<file path="config.mk">
export PLATFORM = sky130hd
export DESIGN_NAME = burst_addr_gen
export DESIGN_NICKNAME = d
export VERILOG_FILES = /design/src/rtl/burst_pkg.sv /design/src/rtl/burst_start_reg.sv /design/src/rtl/burst_beat_ctr.sv /design/src/rtl/burst_order_map.sv /design/src/rtl/burst_addr_gen.sv
export SDC_FILE = /design/constraint.sdc
export NUM_CORES = 1
export LEC_CHECK = 0
export ABC_AREA = 1
export BUFFER_PORTS_ARGS = -buffer_cell sky130_fd_sc_hd__buf_4
export CORE_UTILIZATION = 40
export CTS_CLUSTER_SIZE = 12
export DETAILED_ROUTE_END_ITERATION = 10
export PLACE_DENSITY = 0.73
export SYNTH_ARGS = -nofsm -noshare
export SYNTH_HDL_FRONTEND = slang
export SYNTH_SLANG_ARGS = --single-unit
</file>
<file path="constraint.sdc">
create_clock -name clk_i -period 0.97 [get_ports clk_i]
set_clock_uncertainty 0.15 [all_clocks]
set_input_delay 0.097 -clock clk_i [delete_from_list [all_inputs] [get_ports clk_i]]
set_output_delay 0.097 -clock clk_i [all_outputs]
set_load 0.005 [all_outputs]
</file>
<file path="src/rtl/burst_pkg.sv">
package burst_pkg;
  localparam int ADDR_W = 16;
  localparam int BEAT_W = 2;

  typedef enum logic {
    ORD_LINEAR = 1'b0,
    ORD_XOR    = 1'b1
  } burst_order_e;
endpackage

</file>
<file path="src/rtl/burst_start_reg.sv">
module burst_start_reg #(
  parameter int ADDR_W = 16,
  parameter int BEAT_W = 2,
  localparam int HI_W  = ADDR_W - BEAT_W
) (
  input  logic              clk_i,
  input  logic              rst_ni,
  input  logic              load_i,
  input  logic [ADDR_W-1:0] start_addr_i,
  output logic [HI_W-1:0]   base_o,
  output logic [BEAT_W-1:0] off_o
);
  always_ff @(posedge clk_i or negedge rst_ni) begin
    if (!rst_ni) begin
      base_o <= '0;
      off_o  <= '0;
    end else if (load_i) begin
      base_o <= start_addr_i[ADDR_W-1:BEAT_W];
      off_o  <= start_addr_i[BEAT_W-1:0];
    end
  end
endmodule

</file>
<file path="src/rtl/burst_beat_ctr.sv">
module burst_beat_ctr #(
  parameter int BEAT_W = 2
) (
  input  logic              clk_i,
  input  logic              rst_ni,
  input  logic              load_i,
  input  logic              adv_ni,
  output logic [BEAT_W-1:0] cnt_o
);
  always_ff @(posedge clk_i or negedge rst_ni) begin
    if (!rst_ni)      cnt_o <= '0;
    else if (load_i)  cnt_o <= '0;     // load beats advance
    else if (!adv_ni) cnt_o <= cnt_o + BEAT_W'(1);
  end

  a_r8_load_clears: assert property (@(posedge clk_i) disable iff (!rst_ni)
    load_i |=> cnt_o == '0);

  a_r7_wrap: assert property (@(posedge clk_i) disable iff (!rst_ni)
    (!load_i && !adv_ni && cnt_o == '1) |=> cnt_o == '0);
endmodule

</file>
<file path="src/rtl/burst_order_map.sv">
module burst_order_map
  import burst_pkg::*;
#(
  parameter int BEAT_W = 2
) (
  input  burst_order_e      order_i,
  input  logic [BEAT_W-1:0] off_i,
  input  logic [BEAT_W-1:0] cnt_i,
  output logic [BEAT_W-1:0] beat_o
);
  logic [BEAT_W-1:0] xor_beat;
  logic [BEAT_W-1:0] lin_beat;

  for (genvar b = 0; b < BEAT_W; b++) begin : g_xor
    assign xor_beat[b] = off_i[b] ^ cnt_i[b];
  end

  assign lin_beat = off_i + cnt_i;   // wraps modulo group size
  assign beat_o   = (order_i == ORD_XOR) ? xor_beat : lin_beat;
endmodule

</file>
<file path="src/rtl/burst_addr_gen.sv">
module burst_addr_gen
  import burst_pkg::*;
#(
  parameter int ADDR_W = burst_pkg::ADDR_W,
  parameter int BEAT_W = burst_pkg::BEAT_W,
  localparam int HI_W  = ADDR_W - BEAT_W
) (
  input  logic              clk_i,
  input  logic              rst_ni,
  input  logic              load_i,
  input  logic [ADDR_W-1:0] start_addr_i,
  input  logic              adv_ni,
  input  logic              order_sel_i,
  output logic [ADDR_W-1:0] addr_o
);
  logic [HI_W-1:0]   base;
  logic [BEAT_W-1:0] off;
  logic [BEAT_W-1:0] cnt;
  logic [BEAT_W-1:0] beat;
  burst_order_e      order;

  assign order = burst_order_e'(order_sel_i);

  burst_start_reg #(.ADDR_W(ADDR_W), .BEAT_W(BEAT_W)) u_start (
    .clk_i        (clk_i),
    .rst_ni       (rst_ni),
    .load_i       (load_i),
    .start_addr_i (start_addr_i),
    .base_o       (base),
    .off_o        (off)
  );

  burst_beat_ctr #(.BEAT_W(BEAT_W)) u_ctr (
    .clk_i  (clk_i),
    .rst_ni (rst_ni),
    .load_i (load_i),
    .adv_ni (adv_ni),
    .cnt_o  (cnt)
  );

  burst_order_map #(.BEAT_W(BEAT_W)) u_map (
    .order_i (order),
    .off_i   (off),
    .cnt_i   (cnt),
    .beat_o  (beat)
  );

  assign addr_o = {base, beat};

  a_r2_load_addr: assert property (@(posedge clk_i) disable iff (!rst_ni)
    load_i |=> addr_o == $past(start_addr_i));

  a_r3_upper_hold: assert property (@(posedge clk_i) disable iff (!rst_ni)
    !load_i |=> addr_o[ADDR_W-1:BEAT_W] == $past(addr_o[ADDR_W-1:BEAT_W]));

  a_r6_suspend: assert property (@(posedge clk_i) disable iff (!rst_ni)
    (!load_i && adv_ni) |=> ($stable(addr_o) || !$stable(order_sel_i)));

  a_r1_reset: assert property (@(posedge clk_i)
    !rst_ni |-> addr_o == '0);
endmodule

</file>
==> results.md <==
Run:
- The tool flagged a number of max-cap violations equal to 0.

Worst setup path:
- In this design, the stage delay of the slowest critical-path cell is 0.44 ns.
- Broken down by cell family, the worst path's largest delay share belongs to flip-flops.
- The signal on the critical path passes through ha_4 -> nand2_1 -> nand3_1 -> nand2_1 -> inv_1 -> buf_6.
- The startpoint identified for the worst register-to-register timing path is u_ctr.cnt_o[0]$_DFFE_PN0P_.
- STA classifies the critical path startpoint as a flop.
- The worst-case register-to-register setup slack is -0.09 ns.
- The number of buffers and inverters on the critical path is 2.
- The number of cells on the worst reg-to-reg path is 3.
- The slowest stage of the critical path belongs to the cell dfrtp_1.
- STA classifies the critical path endpoint as an output port.
- Data on the critical path is required at its endpoint by 0.72 ns.
- The end of the worst register-to-register path is u_ctr.cnt_o[1]$_DFFE_PN0P_.
- The worst setup path is of the reg2out kind.
- By instance count, the cell type seen most on the critical path is nand2_1.
- For the worst setup path, the data arrival time is 1.25 ns.
- Of all nets on the critical path, the largest fanout is 2.

Drt:
- The routed layout has 838 vias.
- The number of DRC markers in iteration 0 is 26.
- In the final routed layout, each cell accounts on average for 12.3 microns.
- Using the TritonRoute via totals, the vias-per-cell ratio works out to 4.46.
- The first detailed-routing pass ran for 4 iterations.
- The number of nets with antenna violations after detailed routing is 0.
- For this block, the routed nets add up to 2.31 mm of wire.
- The post-detailed-route DRC marker count is 0.

Power:
- The reported leakage power is 0.798 nW.
- The share of total power dissipated in sequential elements is 46.9%.
- The share of total power in the clock network is 24.8%.
- In this run switching power makes up 25.4% of total power.
- Cell internal power was estimated by the tool at 0.00138 W.
- Across the VDD grid, the largest voltage drop is 0.822 mV.
- The power density normalized to cell area is 1250 nW/um^2.
- The switching power is 0.000471 W.
- Combinational cells account for 28.4% of the total power.

Place:
- During placement, the flow inserted port buffers numbering 36.
- The setup slack at placement is -0.217 ns.
- The congestion estimate from routability-driven global placement came to 0.686.
- The post-place instance area is 1070 sq um.
- The post-detailed-placement half-perimeter wirelength is 1.16 mm.

Logic synthesis:
- By count the netlist is led by nand2_1, dfrtp_1, inv_1.
- The share of the Yosys chip area taken by registers is 57.1%.
- A synthesized cell averages 8.58 sq um.
- Of all cell types, the one taking the most synthesized area is dfrtp_1.
- The share of the synthesized area in the top cell type is 57.1%.
- The most used flip-flop cell after synthesis is dfrtp_1.
- The synthesized design contains 18 register bits.
- The number of synthesized flops with an enable pin is 0.
- The total number of yosys warnings is 0.
- The post-synth net total is 114.
- Summing every instance area after synthesis gives 790 sq um.
- After synthesis, the cell types taking the most area are dfrtp_1, nand2_1, inv_1.
- The most common cell in the synthesized netlist is nand2_1.
- The async set or reset register ratio after synthesis is 100%.
- Synthesis produced 92 cells.
- The number of unique standard cell types used by synthesis is 15.

Cells and area:
- Fill cells in the final layout number 112.
- Summing all multi-input logic gate instances after layout gives 288 sq um.
- The final core utilization is 83.2%.
- The sequential cell area in the final layout is 450 sq um.
- 0 antenna diodes ended up in the layout.
- Once layout is done, the placed cells without fillers occupy 1480 sq um.
- The final layout net count is 186.
- The post-route netlist has 40.5% of its cells at a drive strength greater than 1.
- The layout overhead on the synthesized area is 88.0%.

GRT:
- The via count of the first global-routing pass is 735.
- The initial antenna violation count is 0.
- The maximum number of pins on one net before global-route repair is 19.
- Global routing used 20.8% of the available tracks.
- The first-pass GRT wire length is 3.04 mm.
- Summed over all layers, the global routing overflow is 0.

Timing:
- For the pin with the worst max-slew slack, the measured transition is 0.235 ns.
- The final critical path time including I/O delays and setup is 1.50 ns.
- The final number of max-transition violations is 0.
- Setup repair after global routing could not meet its margin everywhere.
- Setup violations remaining at the end of the flow were counted as 20.
- The number of endpoints with negative hold slack in the final report is 3.
- The slack of the critical path is -0.532 ns.
- The total negative slack for setup checks is -2.40 ns.
- Headroom to the max-slew limit came out at 84.3%.
- Of the available clock period, the critical path in the final layout requires 155%.
- The worst hold margin is -0.00348 ns.
- The fmax is 666 MHz.

Die:
- 37 I/O pins were placed.
- The area enclosed by the die boundary is 2160 sq um.
- The number of rows created at floorplan is 15.
- The initial utilization of the core area, before any placement, comes to 44.3%.
- The horizontal die dimension is 46.4 microns.
- The core region is 1780 sq um.
- The height of the chip is 46.4 microns.

CTS:
- CTS built an H-tree with a depth of 1.
- For this design, the sink count on the clock tree is 18.
- The clock transition at the register clock pins on the worst setup and hold paths after CTS is 0.11 ns.
- The number of buffers on the longest clock path is 2.
- The total clock buffers created by CTS is 3.
- TritonCTS built the clock tree.
- CTS placed an instance of clkbuf_4 at the clock tree root.
- The later pin in the worst-skew pair is clocked with a latency of 0.28 ns.

Outcome:
- The final reports fail on negative hold slack, negative setup slack.
- The flow ran to the end, but the final reports show violations.

Min path:
- In this run the most critical hold path is launched from load_i.
- The worst hold path stage count is 3.
- The class of the tightest hold or removal check is in2reg.
- The worst hold path terminates at u_start.base_o[5]$_DFFE_PN0P_.
==> placed cells by master, fill, tap and decap left out, types with 2 or more instances in the layout <==
master         count
buf_6             17
inv_1              5
dlygate4sd3_1     19
nand3_1            2
clkbuf_4           3
dfrtp_1           18
o21ai_1            2
nand2_2            4
nand2_1           49
buf_4             35
==> registers in the layout, summed over array words and instances, names as in the netlist <==
signal	count
u_start.base_o	14
u_ctr.cnt_o	2
u_start.off_o	2
==> power groups by stage <==
stage	registers [W]	clock network (W)	logic, W
after floorplan	0.000872	0	0.000126
after global placement	0.000866	0	0.000315
after detailed placement	0.000870	0	0.000325
after CTS	0.000862	0.000467	0.000469
after global routing	0.000875	0.000500	0.000571
final	0.000868	0.000458	0.000525
==> kinds of logic (layout without fill, tap and decap cells) <==
family / after synthesis / after routing / synth area share [%]
adder cells (fa/ha/maj): 1 / 1 / 1.58
buffers and inverters: 11 / 82 / 9.82
AND/OR/NAND/NOR: 58 / 58 / 29.0
flip-flops: 18 / 18 / 57.1
AO/OA/AOI/OAI: 4 / 4 / 2.53
==> metrics by stage <==
stage / hold WS (ns) / power (W) / instances
2_1_floorplan: -0.349 / 0.000998 / 92
3_3_place_gp: -0.175 / 0.00118 / 152
3_5_place_dp: -0.170 / 0.00119 / 152
4_1_cts: -0.0121 / 0.00180 / 182
5_1_grt: 0.00809 / 0.00195 / 188
6_report: -0.00348 / 0.00185 / 188
==> layout make-up <==
class                   instances  area share (%)
repair buffers                 71            43.4
clock buffers                   4            2.45
flip-flops and latches         18            30.4
inverters                       7            2.28
well taps                      25            2.11
multi-input cells              63            19.4
==> worst max-delay path by stage <==
stage	start	endpoint	slack, ns	cells after the start
after floorplan	u_ctr.cnt_o[0]$_DFFE_PN0P_	addr_o[1]	-0.09	6
after global placement	u_start.off_o[0]$_DFFE_PN0P_	addr_o[1]	-0.18	6
after detailed placement	u_start.off_o[0]$_DFFE_PN0P_	addr_o[1]	-0.22	6
after CTS	u_ctr.cnt_o[0]$_DFFE_PN0P_	addr_o[1]	-0.50	7
after global routing	u_start.off_o[0]$_DFFE_PN0P_	addr_o[1]	-0.57	7
final	u_start.off_o[0]$_DFFE_PN0P_	addr_o[1]	-0.53	6
==> metal layers <==
metal	track usage [%]	vias up	routed length, microns
met5	0	-	0
met4	10.6	0	41
met3	2.75	4	76
met2	38.9	26	1300
met1	22.0	390	892
li1	-	418	-
==> timing repair <==
action	in CTS	in global routing
buffers inserted	10	6
endpoints found under the setup margin	17	19
hold buffers	18	1
pin swaps	4	4
gates resized for setup	19	6
endpoints found under the hold margin	35	1
==> tightest hold or removal path, stage by stage <==
cell and delay, ns:
buf_4 0.19, nand2_1 0.08, nand2_1 0.04
Note: power is estimated with default switching activity, not from simulation.
